## src/rtl/soc_ctrl_pkg.sv

```systemverilog
package soc_ctrl_pkg;

    localparam int DATA_W   = 32;
    localparam int REG_IX_W = 4;
    localparam int ADDR_W   = REG_IX_W + 2;
    localparam int N_TMR    = 2;

    typedef enum logic [REG_IX_W-1:0] {
        IX_PIN_IN   = 4'd0,
        IX_PIN_OUT  = 4'd1,
        IX_PIN_MASK = 4'd2,
        IX_T0_CTRL  = 4'd4,
        IX_T0_CMP   = 4'd5,
        IX_T0_CNT   = 4'd6,
        IX_T1_CTRL  = 4'd8,
        IX_T1_CMP   = 4'd9,
        IX_T1_CNT   = 4'd10,
        IX_CMD      = 4'd13,
        IX_CAPS     = 4'd14,
        IX_IDENT    = 4'd15
    } reg_ix_e;

    typedef struct packed {
        logic restart;
        logic run;
    } tmr_ctrl_t;

    typedef struct packed {
        logic                ok;
        logic [REG_IX_W-1:0] ix;
        logic [DATA_W-1:0]   data;
    } bus_wr_t;

    localparam logic [15:0] SHUTDOWN_CODE = 16'h000E;
    localparam logic [DATA_W-1:0] CMD_READY = 32'h1;

    function automatic logic full_word(input logic [3:0] be, input logic [1:0] lsb);
        return (be == 4'hF) && (lsb == 2'b00);
    endfunction

    function automatic logic [REG_IX_W-1:0] tmr_base(input int unsigned n);
        return REG_IX_W'(4 + 4 * n);
    endfunction

endpackage

```

## src/rtl/soc_ctrl_timer.sv

```systemverilog
module soc_ctrl_timer
    import soc_ctrl_pkg::*;
(
    input  logic              clk,
    input  logic              rst,
    input  logic              wr_ctrl,
    input  logic              wr_cmp,
    input  logic              wr_cnt,
    input  logic [DATA_W-1:0] wdata,
    output tmr_ctrl_t         ctrl_o,
    output logic [DATA_W-1:0] cmp_o,
    output logic [DATA_W-1:0] cnt_o,
    output logic              irq_o
);
    tmr_ctrl_t         ctrl_q;
    logic [DATA_W-1:0] cmp_q;
    logic [DATA_W-1:0] cnt_q;
    logic              irq_q;
    logic              hit;

    assign hit = ctrl_q.run && (cnt_q == cmp_q);

    always_ff @(posedge clk) begin
        if (rst) begin
            ctrl_q <= '0;
            cmp_q  <= '0;
            cnt_q  <= '0;
            irq_q  <= 1'b0;
        end else begin
            irq_q <= hit;
            if (wr_cmp)
                cmp_q <= wdata;
            if (wr_cnt)
                cnt_q <= wdata;
            else if (hit) begin
                if (ctrl_q.restart)
                    cnt_q <= '0;
            end else if (ctrl_q.run)
                cnt_q <= cnt_q + 1'b1;
            if (wr_ctrl)
                ctrl_q <= '{restart: wdata[1], run: wdata[0]};
            else if (hit && !ctrl_q.restart)
                ctrl_q.run <= 1'b0;
        end
    end

    assign ctrl_o = ctrl_q;
    assign cmp_o  = cmp_q;
    assign cnt_o  = cnt_q;
    assign irq_o  = irq_q;

    // a one-shot hit drops the enable bit
    p_oneshot_stop_r7: assert property (@(posedge clk) disable iff (rst)
        (ctrl_q.run && !ctrl_q.restart && cnt_q == cmp_q && !wr_ctrl) |=> !ctrl_q.run);

    // an auto-restart hit returns the counter to zero
    p_restart_zero_r8: assert property (@(posedge clk) disable iff (rst)
        (ctrl_q.run && ctrl_q.restart && cnt_q == cmp_q && !wr_cnt) |=> (cnt_q == '0));

    // a stopped counter only moves on a software load
    p_freeze_r9: assert property (@(posedge clk) disable iff (rst)
        (!ctrl_q.run && !wr_cnt) |=> $stable(cnt_q));

    // an interrupt follows a match of a running counter
    p_irq_cause_r6: assert property (@(posedge clk) disable iff (rst)
        irq_q |-> $past(ctrl_q.run && cnt_q == cmp_q));
endmodule

```

## src/rtl/soc_ctrl_gpio.sv

```systemverilog
module soc_ctrl_gpio
    import soc_ctrl_pkg::*;
#(
    parameter int                GPIO_W = 8,
    parameter logic [GPIO_W-1:0] STRAP  = '0
) (
    input  logic              clk,
    input  logic              rst,
    input  logic [GPIO_W-1:0] pins,
    input  logic              wr_out,
    input  logic              wr_mask,
    input  logic [GPIO_W-1:0] wdata,
    output logic [GPIO_W-1:0] in_o,
    output logic [GPIO_W-1:0] out_o,
    output logic [GPIO_W-1:0] mask_o,
    output logic              irq_o
);
    logic [GPIO_W-1:0] sync_a, sync_b, prev_q, out_q, mask_q;
    logic              irq_q;

    always_ff @(posedge clk) begin
        if (rst) begin
            sync_a <= STRAP;
            sync_b <= STRAP;
            prev_q <= STRAP;
            out_q  <= '0;
            mask_q <= '0;
            irq_q  <= 1'b0;
        end else begin
            sync_a <= pins;
            sync_b <= sync_a;
            prev_q <= sync_b;
            irq_q  <= |((sync_b ^ prev_q) & mask_q);
            if (wr_out)
                out_q <= wdata;
            if (wr_mask)
                mask_q <= wdata;
        end
    end

    assign in_o   = sync_b;
    assign out_o  = out_q;
    assign mask_o = mask_q;
    assign irq_o  = irq_q;

    // no change interrupt while every enable bit was clear
    p_gpio_irq_mask_r5: assert property (@(posedge clk) disable iff (rst)
        irq_q |-> $past(|mask_q));
endmodule

```

## src/rtl/soc_ctrl_unit.sv

```systemverilog
module soc_ctrl_unit
    import soc_ctrl_pkg::*;
#(
    parameter int                GPIO_W      = 8,
    parameter logic [DATA_W-1:0] GPIO_STRAP  = 32'h0000_0001,
    parameter logic [DATA_W-1:0] CAPS_WORD   = 32'h0000_0000,
    parameter logic [DATA_W-1:0] IDENT_WORD  = 32'h1001_4D31
) (
    input  logic              clk,
    input  logic              rst,
    input  logic [ADDR_W-1:0] bus_addr,
    input  logic              bus_wr,
    input  logic [3:0]        bus_be,
    input  logic [DATA_W-1:0] bus_wdata,
    output logic [DATA_W-1:0] bus_rdata,
    input  logic [GPIO_W-1:0] gpio_in,
    output logic [GPIO_W-1:0] gpio_out,
    output logic              irq_gpio,
    output logic              irq_timer0,
    output logic              irq_timer1,
    output logic              shutdown_req,
    output logic              reset_req
);
    bus_wr_t           wr;
    logic [REG_IX_W-1:0] rd_ix;
    logic [GPIO_W-1:0] pin_in, pin_out, pin_mask;
    tmr_ctrl_t         t_ctrl [N_TMR];
    logic [DATA_W-1:0] t_cmp  [N_TMR];
    logic [DATA_W-1:0] t_cnt  [N_TMR];
    logic [N_TMR-1:0]  t_irq;
    logic              shut_q, rstreq_q;

    assign wr.ok   = bus_wr && full_word(bus_be, bus_addr[1:0]);
    assign wr.ix   = bus_addr[ADDR_W-1:2];
    assign wr.data = bus_wdata;
    assign rd_ix   = bus_addr[ADDR_W-1:2];

    soc_ctrl_gpio #(.GPIO_W(GPIO_W), .STRAP(GPIO_STRAP[GPIO_W-1:0])) u_gpio (
        .clk     (clk),
        .rst     (rst),
        .pins    (gpio_in),
        .wr_out  (wr.ok && wr.ix == IX_PIN_OUT),
        .wr_mask (wr.ok && wr.ix == IX_PIN_MASK),
        .wdata   (wr.data[GPIO_W-1:0]),
        .in_o    (pin_in),
        .out_o   (pin_out),
        .mask_o  (pin_mask),
        .irq_o   (irq_gpio)
    );

    for (genvar n = 0; n < N_TMR; n++) begin : g_tmr
        localparam logic [REG_IX_W-1:0] BASE = tmr_base(n);
        soc_ctrl_timer u_tmr (
            .clk     (clk),
            .rst     (rst),
            .wr_ctrl (wr.ok && wr.ix == BASE),
            .wr_cmp  (wr.ok && wr.ix == BASE + 4'd1),
            .wr_cnt  (wr.ok && wr.ix == BASE + 4'd2),
            .wdata   (wr.data),
            .ctrl_o  (t_ctrl[n]),
            .cmp_o   (t_cmp[n]),
            .cnt_o   (t_cnt[n]),
            .irq_o   (t_irq[n])
        );
    end

    always_ff @(posedge clk) begin
        if (rst) begin
            shut_q   <= 1'b0;
            rstreq_q <= 1'b0;
        end else begin
            shut_q   <= wr.ok && wr.ix == IX_CMD && wr.data[15:0] == SHUTDOWN_CODE;
            rstreq_q <= wr.ok && wr.ix == IX_IDENT;
        end
    end

    always_comb begin
        bus_rdata = '0;
        if (bus_addr[1:0] == 2'b00) begin
            case (rd_ix)
                IX_PIN_IN:   bus_rdata[GPIO_W-1:0] = pin_in;
                IX_PIN_OUT:  bus_rdata[GPIO_W-1:0] = pin_out;
                IX_PIN_MASK: bus_rdata[GPIO_W-1:0] = pin_mask;
                IX_T0_CTRL:  bus_rdata[1:0] = t_ctrl[0];
                IX_T0_CMP:   bus_rdata = t_cmp[0];
                IX_T0_CNT:   bus_rdata = t_cnt[0];
                IX_T1_CTRL:  bus_rdata[1:0] = t_ctrl[1];
                IX_T1_CMP:   bus_rdata = t_cmp[1];
                IX_T1_CNT:   bus_rdata = t_cnt[1];
                IX_CMD:      bus_rdata = CMD_READY;
                IX_CAPS:     bus_rdata = CAPS_WORD;
                IX_IDENT:    bus_rdata = IDENT_WORD;
                default:     bus_rdata = '0;
            endcase
        end
    end

    assign gpio_out     = pin_out;
    assign irq_timer0   = t_irq[0];
    assign irq_timer1   = t_irq[1];
    assign shutdown_req = shut_q;
    assign reset_req    = rstreq_q;

    // shutdown only after an accepted write of the code
    p_shutdown_cause_r10: assert property (@(posedge clk) disable iff (rst)
        shutdown_req |-> $past(bus_wr && bus_be == 4'hF && bus_addr == {IX_CMD, 2'b00}
                               && bus_wdata[15:0] == 16'h000E));

    // reset request only after an accepted identifier write
    p_reset_cause_r11: assert property (@(posedge clk) disable iff (rst)
        reset_req |-> $past(bus_wr && bus_be == 4'hF && bus_addr == {IX_IDENT, 2'b00}));

    // a partial or misaligned write leaves the output bank alone
    p_partial_ignored_r2: assert property (@(posedge clk) disable iff (rst)
        (bus_wr && (bus_be != 4'hF || bus_addr[1:0] != 2'b00)) |=> $stable(gpio_out));
endmodule

```

## config.mk

```make
export PLATFORM = sky130hd
export DESIGN_NAME = soc_ctrl_unit
export DESIGN_NICKNAME = d
export VERILOG_FILES = /design/src/rtl/soc_ctrl_pkg.sv /design/src/rtl/soc_ctrl_timer.sv /design/src/rtl/soc_ctrl_gpio.sv /design/src/rtl/soc_ctrl_unit.sv
export SDC_FILE = /design/constraint.sdc
export NUM_CORES = 1
export LEC_CHECK = 0
export BUFFER_PORTS_ARGS = -buffer_cell sky130_fd_sc_hd__buf_2
export CAP_MARGIN = 20
export CORE_MARGIN = 2
export CORE_UTILIZATION = 60
export CTS_CLUSTER_SIZE = 25
export DETAILED_ROUTE_END_ITERATION = 7
export PLACE_DENSITY = 0.83
export SLEW_MARGIN = 15
export SYNTH_ARGS = -nofsm -noshare
export SYNTH_HDL_FRONTEND = slang
export SYNTH_HIERARCHICAL = 1
export SYNTH_SLANG_ARGS = --single-unit
export TNS_END_PERCENT = 30
```

## constraint.sdc

```tcl
create_clock -name clk -period 3.9 [get_ports clk]
set_input_delay 1.17 -clock clk [delete_from_list [all_inputs] [get_ports clk]]
set_output_delay 1.17 -clock clk [all_outputs]
set_load 0.01 [all_outputs]
```

## Word level (Yosys, flattened, before mapping)

Cells that the tools add are included.

| word-level totals | value |
|---|---|
| word-level logic and storage cells | 83 |
| register bits after elaboration | 177 |

| operators by class | value |
|---|---|
| reduce and logical (&&, ||, !) cells | 29 |
| multiplexer cells | 16 |
| bitwise gates (word level) | 2 |
| eq/ne operators | 16 |
| add/subtract/negate cells | 2 |

Operators with widths:

| operator | number |
|---|---|
| $mux 32 | 9 |
| $pmux 24 s5 | 1 |
| $add 32x1->32 const B | 2 |
| $eq 32x32->1 | 2 |
| $pmux 6 s8 | 1 |
| $eq 4x4->1 const B | 6 |
| $pmux 2 s10 | 1 |
| $logic_and 1x1->1 | 17 |
| $eq 16x4->1 const B | 1 |
| $eq 4x3->1 const B | 3 |
| $and 8x8->8 | 1 |
| $reduce_or 8->1 | 1 |
| $xor 8x8->8 | 1 |
| $ne 3x1->1 const B | 2 |
| $reduce_bool 3->1 | 2 |
| $eq 4x1->1 const B | 1 |
| $eq 4x2->1 const B | 1 |
| $logic_not 4->1 | 1 |
| $mux 1 | 4 |
| $reduce_and 2->1 | 2 |
| $reduce_bool 2->1 | 2 |
| $logic_not 1->1 | 2 |
| $logic_not 2->1 | 1 |
| $reduce_or 2->1 | 1 |

## Depth between registers and ports, before layout

Gate-level depths: netlist of the first run.

| depth | value |
|---|---|
| depth in word-level cells | 6 |
| mapped depth | 12 |
| mapped depth without buffers | 9 |

## By module

Netlist of the first run, hierarchy kept.

Modules (own cells, without submodules):

| module | area each (µm²) | cells each | seq. area each (µm²) | times used |
|---|---|---|---|---|
| soc_ctrl_timer | 3928.8 | 460 | 1341.3 | 2 |
| soc_ctrl_unit | 1376.3 | 210 | 40.0 | 1 |
| soc_ctrl_gpio | 1335.0 | 116 | 820.8 | 1 |

## Worst setup path after synthesis of the first run

OpenSTA, ideal clock, no wires.

| timing | value |
|---|---|
| kind | in2out |
| from | input bus_addr[5] |
| to | output bus_rdata[16] |
| setup slack | 330 ps |
| cell stages on the path | 6 |
| data arrival time | 2400 ps |
| path buffers | 2 |
| path through | buf_2 nor2b_1 o22ai_1 a211o_1 buf_2 a31oi_1 |

| on the way | value |
|---|---|
| longest elaborated chain between the ends | 3 |

Ends and longest elaborated chain:

| item | line | source |
|---|---|---|
| start: declaration | soc_ctrl_unit.sv:11 | `input logic [ADDR_W-1:0] bus_addr,` |
| $eq 4x4->1 or $eq 4x3->1 (tied branches) | soc_ctrl_unit.sv:80 | `case (rd_ix)` |
| $pmux 24 s5 * | soc_ctrl_unit.sv:80 |  |
| $mux 32 * | soc_ctrl_unit.sv:79 | `if (bus_addr[1:0] == 2'b00) begin` |
| end: declaration | soc_ctrl_unit.sv:15 | `output logic [DATA_W-1:0] bus_rdata,` |

Mark *: on every way between the ends. The rest lies on a longest branch, timed or not.

## Final worst setup path of the first run

| timing | value |
|---|---|
| from | input bus_addr[3] |
| to | output bus_rdata[10] |

Same word-level chain as after synthesis.

==> results.tsv, run 1 <==
metric	value	unit
status	complete, no violations	
synth_common_cells	dfxtp_1, nor2_1, nand2_1	
p_clk_share	44.1	%
grt_pass1_vias	9693	
synth_top_area_share	33.5	%
synth_area	0.0106	sq mm
critPathTopFamily	compound AO/OA/AOI/OAI gates	
crit_required	2730	ps
grt_pass1_wl	54400	um
ys_types	71	
num_vias	10763	
die_height	137	um
syn_inst	1246	
clk_pin_slew	80	ps
n_antenna_cell	0	
synth-seq-area-share	33.5	%
maxSlewHeadroom	40.5	%
worst-setup-path-type	primary input to primary output	
cp_slowest_cell	a211o_1	
critPathMaxFanout	24	
final_hold_viol_count	0	
rsz0062_at_grt	false	
ant_nets	0	
min_period	3850	ps
drt-total-wl	36100	um
start_util	61.3	%
cp.arrival	2680	ps
drive_gt1_share	18.6	%
ys_warn_count	6	
place.gp.congestion	0.968	
hp-class	register to register	
fp.dieW	137	um
async_flop_share	0	%
p_leak	0.00387	uW
dp_cells	1530	
cts_tree	built	
root_buffer	clkbuf_16	
finalSetupViolCount	0	
final_area	0.0121	sq mm
crit_chain	buf_2 -> nor2b_1 -> buf_4 -> o22ai_1 -> a211o_1 -> buf_12 -> a31oi_1 -> buf_2	
insertion_delay	440	ps
crit_buf_inv	4	
drt_iter0_drc	1597	
slew_viol_final	0	
avgViaCountPerCell	6.89	
firstDrtPassIters	6	
cts_buffers	17	
syn2layout_area_growth	14.2	%
synth_top_cells_by_area	dfxtp_1, mux2i_1, xnor2_1	
layout.nets	1379	
dieArea	0.0187	sq mm
dp_hpwl	25700	um
grt_start_max_net_pins	71	
p_seq_share	46.6	%
route.detailed.drc	0	
placed_area	0.0115	sq mm
syn_area_per_cell	8.48	sq um
post-cts-setup-buffers	0	
wl_per_cell	23.1	um
yosysMostFrequentCell	dfxtp_1	
setup_tns	0	ps
stdcell_count	1562	
endpoint_kind	primary output	
crit_top_cell	buf_2	
worst_pin_slew	892	ps
clock_sink_count	177	
syn_nets	1301	
antenna_found_initial	0	
combPwrFrac	9.3	%
vdd_ir_drop_max	0.315	mV
p_int	2820	uW
htreeDepth	4	
maxCapViolations	0	
cp_slowest_stage_delay	340	ps
fmax	0.260	GHz
clock_path_buffers	2	
track_usage	38.2	%
critPathLaunchType	primary input	
io_buffers	97	
power.density	330	mW/mm^2
rows	48	
clock_skew	12.0	ps
synth_largest_area_cell	dfxtp_1	
ios	98	
swShare	29.1	%
synth_edf_count	0	
core_area	0.0172	sq mm
switchingPower	1160	uW
overflow	0	
fillers	1326	
fin_crit_sh	98.7	%
yosys_register_bits	177	
ys.flop_type	dfxtp_1	
sequential cells by signal, summed over array words and instances (netlist names):
signal and count:
shutdown_req 1, u_gpio/irq_o 1, u_gpio/sync_a 8, u_gpio/in_o 8, reset_req 1, u_gpio/prev_q 8, u_gpio/mask_o 8, g_tmr.u_tmr/irq_o 2
g_tmr.u_tmr/ctrl_o 4, g_tmr.u_tmr/cmp_o 64, u_gpio/out_o 8, g_tmr.u_tmr/cnt_o 64
layer usage:
layer	global-route usage, %	wire [um]	share of wire (%)	vias up
met5	0	0	0	-
met4	16.8	1550	4.3	0
met3	6.93	4080	11	157
met2	57.4	16000	44	775
met1	53.5	14400	40	5076
li1	-	-	-	4755
cell type report:
cell class              count  area [sq um]  area share (%)
inverters                  38           143            1.18
flip-flops and latches    177          3540            29.4
multi-input cells         939          6510            53.9
clock buffers              17           425            3.52
clock inverters            15           181            1.50
well taps                 225           282            2.33
repair buffers            151           985            8.16
cell usage in the layout (no fill, tap or decap), types with 40 or more instances in the layout:
master,n
a22oi_1,63
a21oi_1,53
dfxtp_1,177
xnor2_1,74
buf_2,96
nand3_1,42
buf_4,47
nand2_1,99
nor2_1,117
nand4_1,40
mux2i_1,88
kinds of logic after synthesis:
| logic type | share of synthesized area, % |
|---|---|
| adder cells (fa/ha/maj) | 0.237 |
| AO/OA/AOI/OAI | 23.5 |
| XOR/XNOR | 7.10 |
| multiplexers | 8.33 |
| AND/OR/NAND/NOR | 21.9 |
| buffers and inverters | 5.42 |
| flip-flops | 33.5 |
worst paths after layout:
| kind | startpoint | endpoint | slack (ps) | cells after the start |
|---|---|---|---|---|
| hold / removal | u_gpio/sync_a[0] | u_gpio/in_o[0] | 420 | 1 |
| hold reg to reg | u_gpio/sync_a[0] | u_gpio/in_o[0] | 420 | 1 |
| setup reg to reg | g_tmr[1].u_tmr/cnt_o[6] | g_tmr[1].u_tmr/cnt_o[7] | 1160 | 7 |
| setup / recovery | bus_addr[3] | bus_rdata[10] | 50 | 8 |
per-stage QoR:
step                      util, %  total power (uW)  hold WS [ps]  setup slack, ps
final                        70.0              3980           417             52.2
after floorplan                 -              2090           383              330
after detailed placement     66.5              2250           391             88.2
after global placement       66.5              2240           385              109
after CTS                    70.0              3970           420             80.2
after global routing         70.0              4080           453             3.73
power groups by stage:
stage	Clock, uW	Sequential [uW]	Combinational, uW
floorplan	0	1880	212
global placement	0	1890	350
detailed placement	0	1890	354
CTS	1760	1850	356
global route	1840	1860	388
finish	1760	1850	370
worst reg2reg max path: stages, from the launching register on:
cell	delay (ps)
dfxtp_1	420
xnor2_1	380
nand4_1	220
nor4_4	560
a21oi_2	360
buf_4	290
a221oi_1	300
a311oi_1	80
what timing repair did:
action / in CTS / in global routing
endpoints found under the setup margin: 0 / 7
hold buffers: 0 / 0
gates resized for setup: 0 / 2
Note: power is estimated with default switching activity, not from simulation.
==> inputs of run 2 (changes only) <==
--- a/config.mk
+++ b/config.mk
@@ -9,7 +9,7 @@
 export CAP_MARGIN = 20
 export CORE_MARGIN = 2
 export CORE_UTILIZATION = 60
-export CTS_CLUSTER_SIZE = 25
+export CTS_CLUSTER_SIZE = 10
 export DETAILED_ROUTE_END_ITERATION = 7
 export PLACE_DENSITY = 0.83
 export SLEW_MARGIN = 15
==> constraint.sdc (replaced) <==
create_clock -name clk -period 3.9 [get_ports clk]
set_input_delay 0 -clock clk [delete_from_list [all_inputs] [get_ports clk]]
set_output_delay 0 -clock clk [all_outputs]
set_load 0.01 [all_outputs]
==> run 2 against run 1 <==
  * Critical path depth is 1 lower
  * Largest cell class unchanged
  * Highest routed layer unchanged
  * Final cell count increased by 1.2%
  * Clock skew shrank 1.6 ps
==> results.tsv, run 2 (synthesis gave the netlist of run 1 again) <==
metric	value	unit	change
status	complete, no violations		unchanged
io_buffers	97		unchanged
seqCellArea	0.00354	sq mm	unchanged
setup_ws	1140	ps	was 52.2 ps
final_cell_mix	dfxtp_1, nor2_1, nand2_1, buf_2, mux2i_1		unchanged
grt_pass1_vias	10011		was 9,693
startpoint	g_tmr[1].u_tmr/cnt_o[24]		was bus_addr[3]
antenna_found_initial	0		unchanged
power.density	332	mW/mm^2	was 330 mW/mm^2
hold_ws	83.3	ps	was 417 ps
dp_hpwl	24300	um	was 25,700 um
grtUsageMet3	8.67	%	was 6.93%
core_area	0.0172	sq mm	unchanged
dieArea	0.0187	sq mm	unchanged
worst-setup-path-type	register to register		was primary input to primary output
clock_path_buffers	2		unchanged
n_antenna_cell	0		unchanged
mostFrequentLayoutCell	dfxtp_1		unchanged
fin_crit_sh	70.7	%	was 98.7%
wl_per_cell	22.6	um	was 23.1 um
multi_input_area	0.00650	sq mm	was 0.00651 sq mm
hp-class	primary input to register		was register to register
track_usage	38.2	%	about the same
cp-endpoint	g_tmr[1].u_tmr/cnt_o[12]		was bus_rdata[10]
r2r_cells	7		unchanged
setup_tns	0	ps	unchanged
firstDrtPassIters	6		unchanged
final_util	71.2	%	was 70.0%
worst_pin_slew	1010	ps	was 892 ps
grt_pass1_wl	54600	um	was 54,400 um
die_height	137	um	unchanged
route.detailed.drc	0		unchanged
rows	48		unchanged
root_buffer	clkbuf_16		unchanged
num_vias	10708		was 10,763
maxCapViolations	0		unchanged
crit_chain	xnor2_1 -> nand4_1 -> nor4_4 -> a21oi_2 -> buf_4 -> a221oi_1 -> a311oi_2		was buf_2 -> nor2b_1 -> buf_4 -> o22ai_1 -> a211o_1 -> buf_12 -> a31oi_1 -> buf_2
finalSetupViolCount	0		unchanged
stdcell_count	1581		was 1,562
slew_viol_final	0		unchanged
met1_usage	51.7	%	was 53.5%
use_met2	58.2	%	was 57.4%
clock_sink_count	177		unchanged
dp_cells	1499		was 1,530
r2r_setup_slack	1140	ps	was 1160 ps
final_hold_viol_count	0		unchanged
cp.arrival	3050	ps	was 2680 ps
cp_slowest_stage_delay	520	ps	was 340 ps
syn2layout_area_growth	16.1	%	was 14.2%
grt_start_max_net_pins	75		was 71
endpoint_kind	register		was primary output
r2r_start	g_tmr[1].u_tmr/cnt_o[24]		was g_tmr[1].u_tmr/cnt_o[6]
insertion_delay	450	ps	was 440 ps
place.gp.congestion	0.961		was 0.968
drive_gt1_share	16.0	%	was 18.6%
clk_pin_slew	80	ps	about the same
dp_slack	1030	ps	was 88.2 ps
critPathMaxFanout	21		was 24
overflow	0		unchanged
min_period	2760	ps	was 3850 ps
start_util	61.3	%	unchanged
p_leak	0.00392	uW	was 0.00387 uW
clock_skew	10.3	ps	was 12.0 ps
htreeDepth	4		unchanged
avgViaCountPerCell	6.77		was 6.89
maxSlewHeadroom	32.1	%	was 40.5%
vdd_ir_drop_max	0.370	mV	was 0.315 mV
fp.dieW	137	um	unchanged
crit_required	4200	ps	was 2730 ps
drt_iter0_drc	1591		was 1,597
cts_tree	built		unchanged
busiest_layer	met2		unchanged
min_from	bus_be[0]		was u_gpio/sync_a[0]
layout.nets	1398		was 1,379
ios	98		unchanged
rr_endpoint	g_tmr[1].u_tmr/cnt_o[12]		was g_tmr[1].u_tmr/cnt_o[7]
fillers	1274		was 1,326
cp_slowest_cell	nor4_4		was a211o_1
critPathLaunchType	register		was primary input
fmax	0.363	GHz	was 0.260 GHz
rsz0062_at_grt	false		unchanged
ant_nets	0		unchanged
cts_buffers	17		unchanged
drt-total-wl	35800	um	was 36,100 um
[run 2: timing repair]
action | in CTS | in global routing
buffers inserted | 0 | 0
hold buffers | 49 | 0
endpoints found under the hold margin | 126 | 0
resized for setup | 0 | 0
[run 2: metal layers]
layer  up-vias  part of all wire (%)
li1       4789                     -
met1      5050                    40
met2       751                    45
met3       118                    12
met4         0                   3.7
met5         -                     0
[run 2: where the power goes]
group	internal [uW]	switching [uW]
logic	141	256
clock network	899	922
registers	1820	27.1
total	2860	1200
[run 2: how the worst min path moves through the flow]
stage,endpoint,slack [ps],depth (start not counted)
2_1_floorplan,u_gpio/prev_q[7],70,1
3_3_place_gp,u_gpio/sync_a[0],180,2
3_5_place_dp,u_gpio/sync_a[0],190,2
4_1_cts,reset_req,70,4
5_1_grt,reset_req,90,4
6_report,reset_req,80,4
[run 2: per-stage QoR]
step	total power [uW]	area, sq um
after floorplan	2090	10600
after global placement	2230	11100
after detailed placement	2230	11100
after CTS	4060	12300
after global routing	4170	12300
final	4070	12300
[run 2: critical path: cells and delay by family, from the launching register on]
kind	cells	cell delay (ps)
AOI/OAI and AO/OA	3	760
xor gates and xnor gates	1	380
buffers and inverters	1	320
DFF	1	400
and+or+nand+nor	2	740
[run 2: cell type report]
type	count	area share (%)
multi-input cells	939	53.0
clock buffers	17	3.47
repair buffers	170	9.51
well taps	225	2.29
inverters	38	1.16
flip-flops and latches	177	28.9
clock inverters	15	1.70
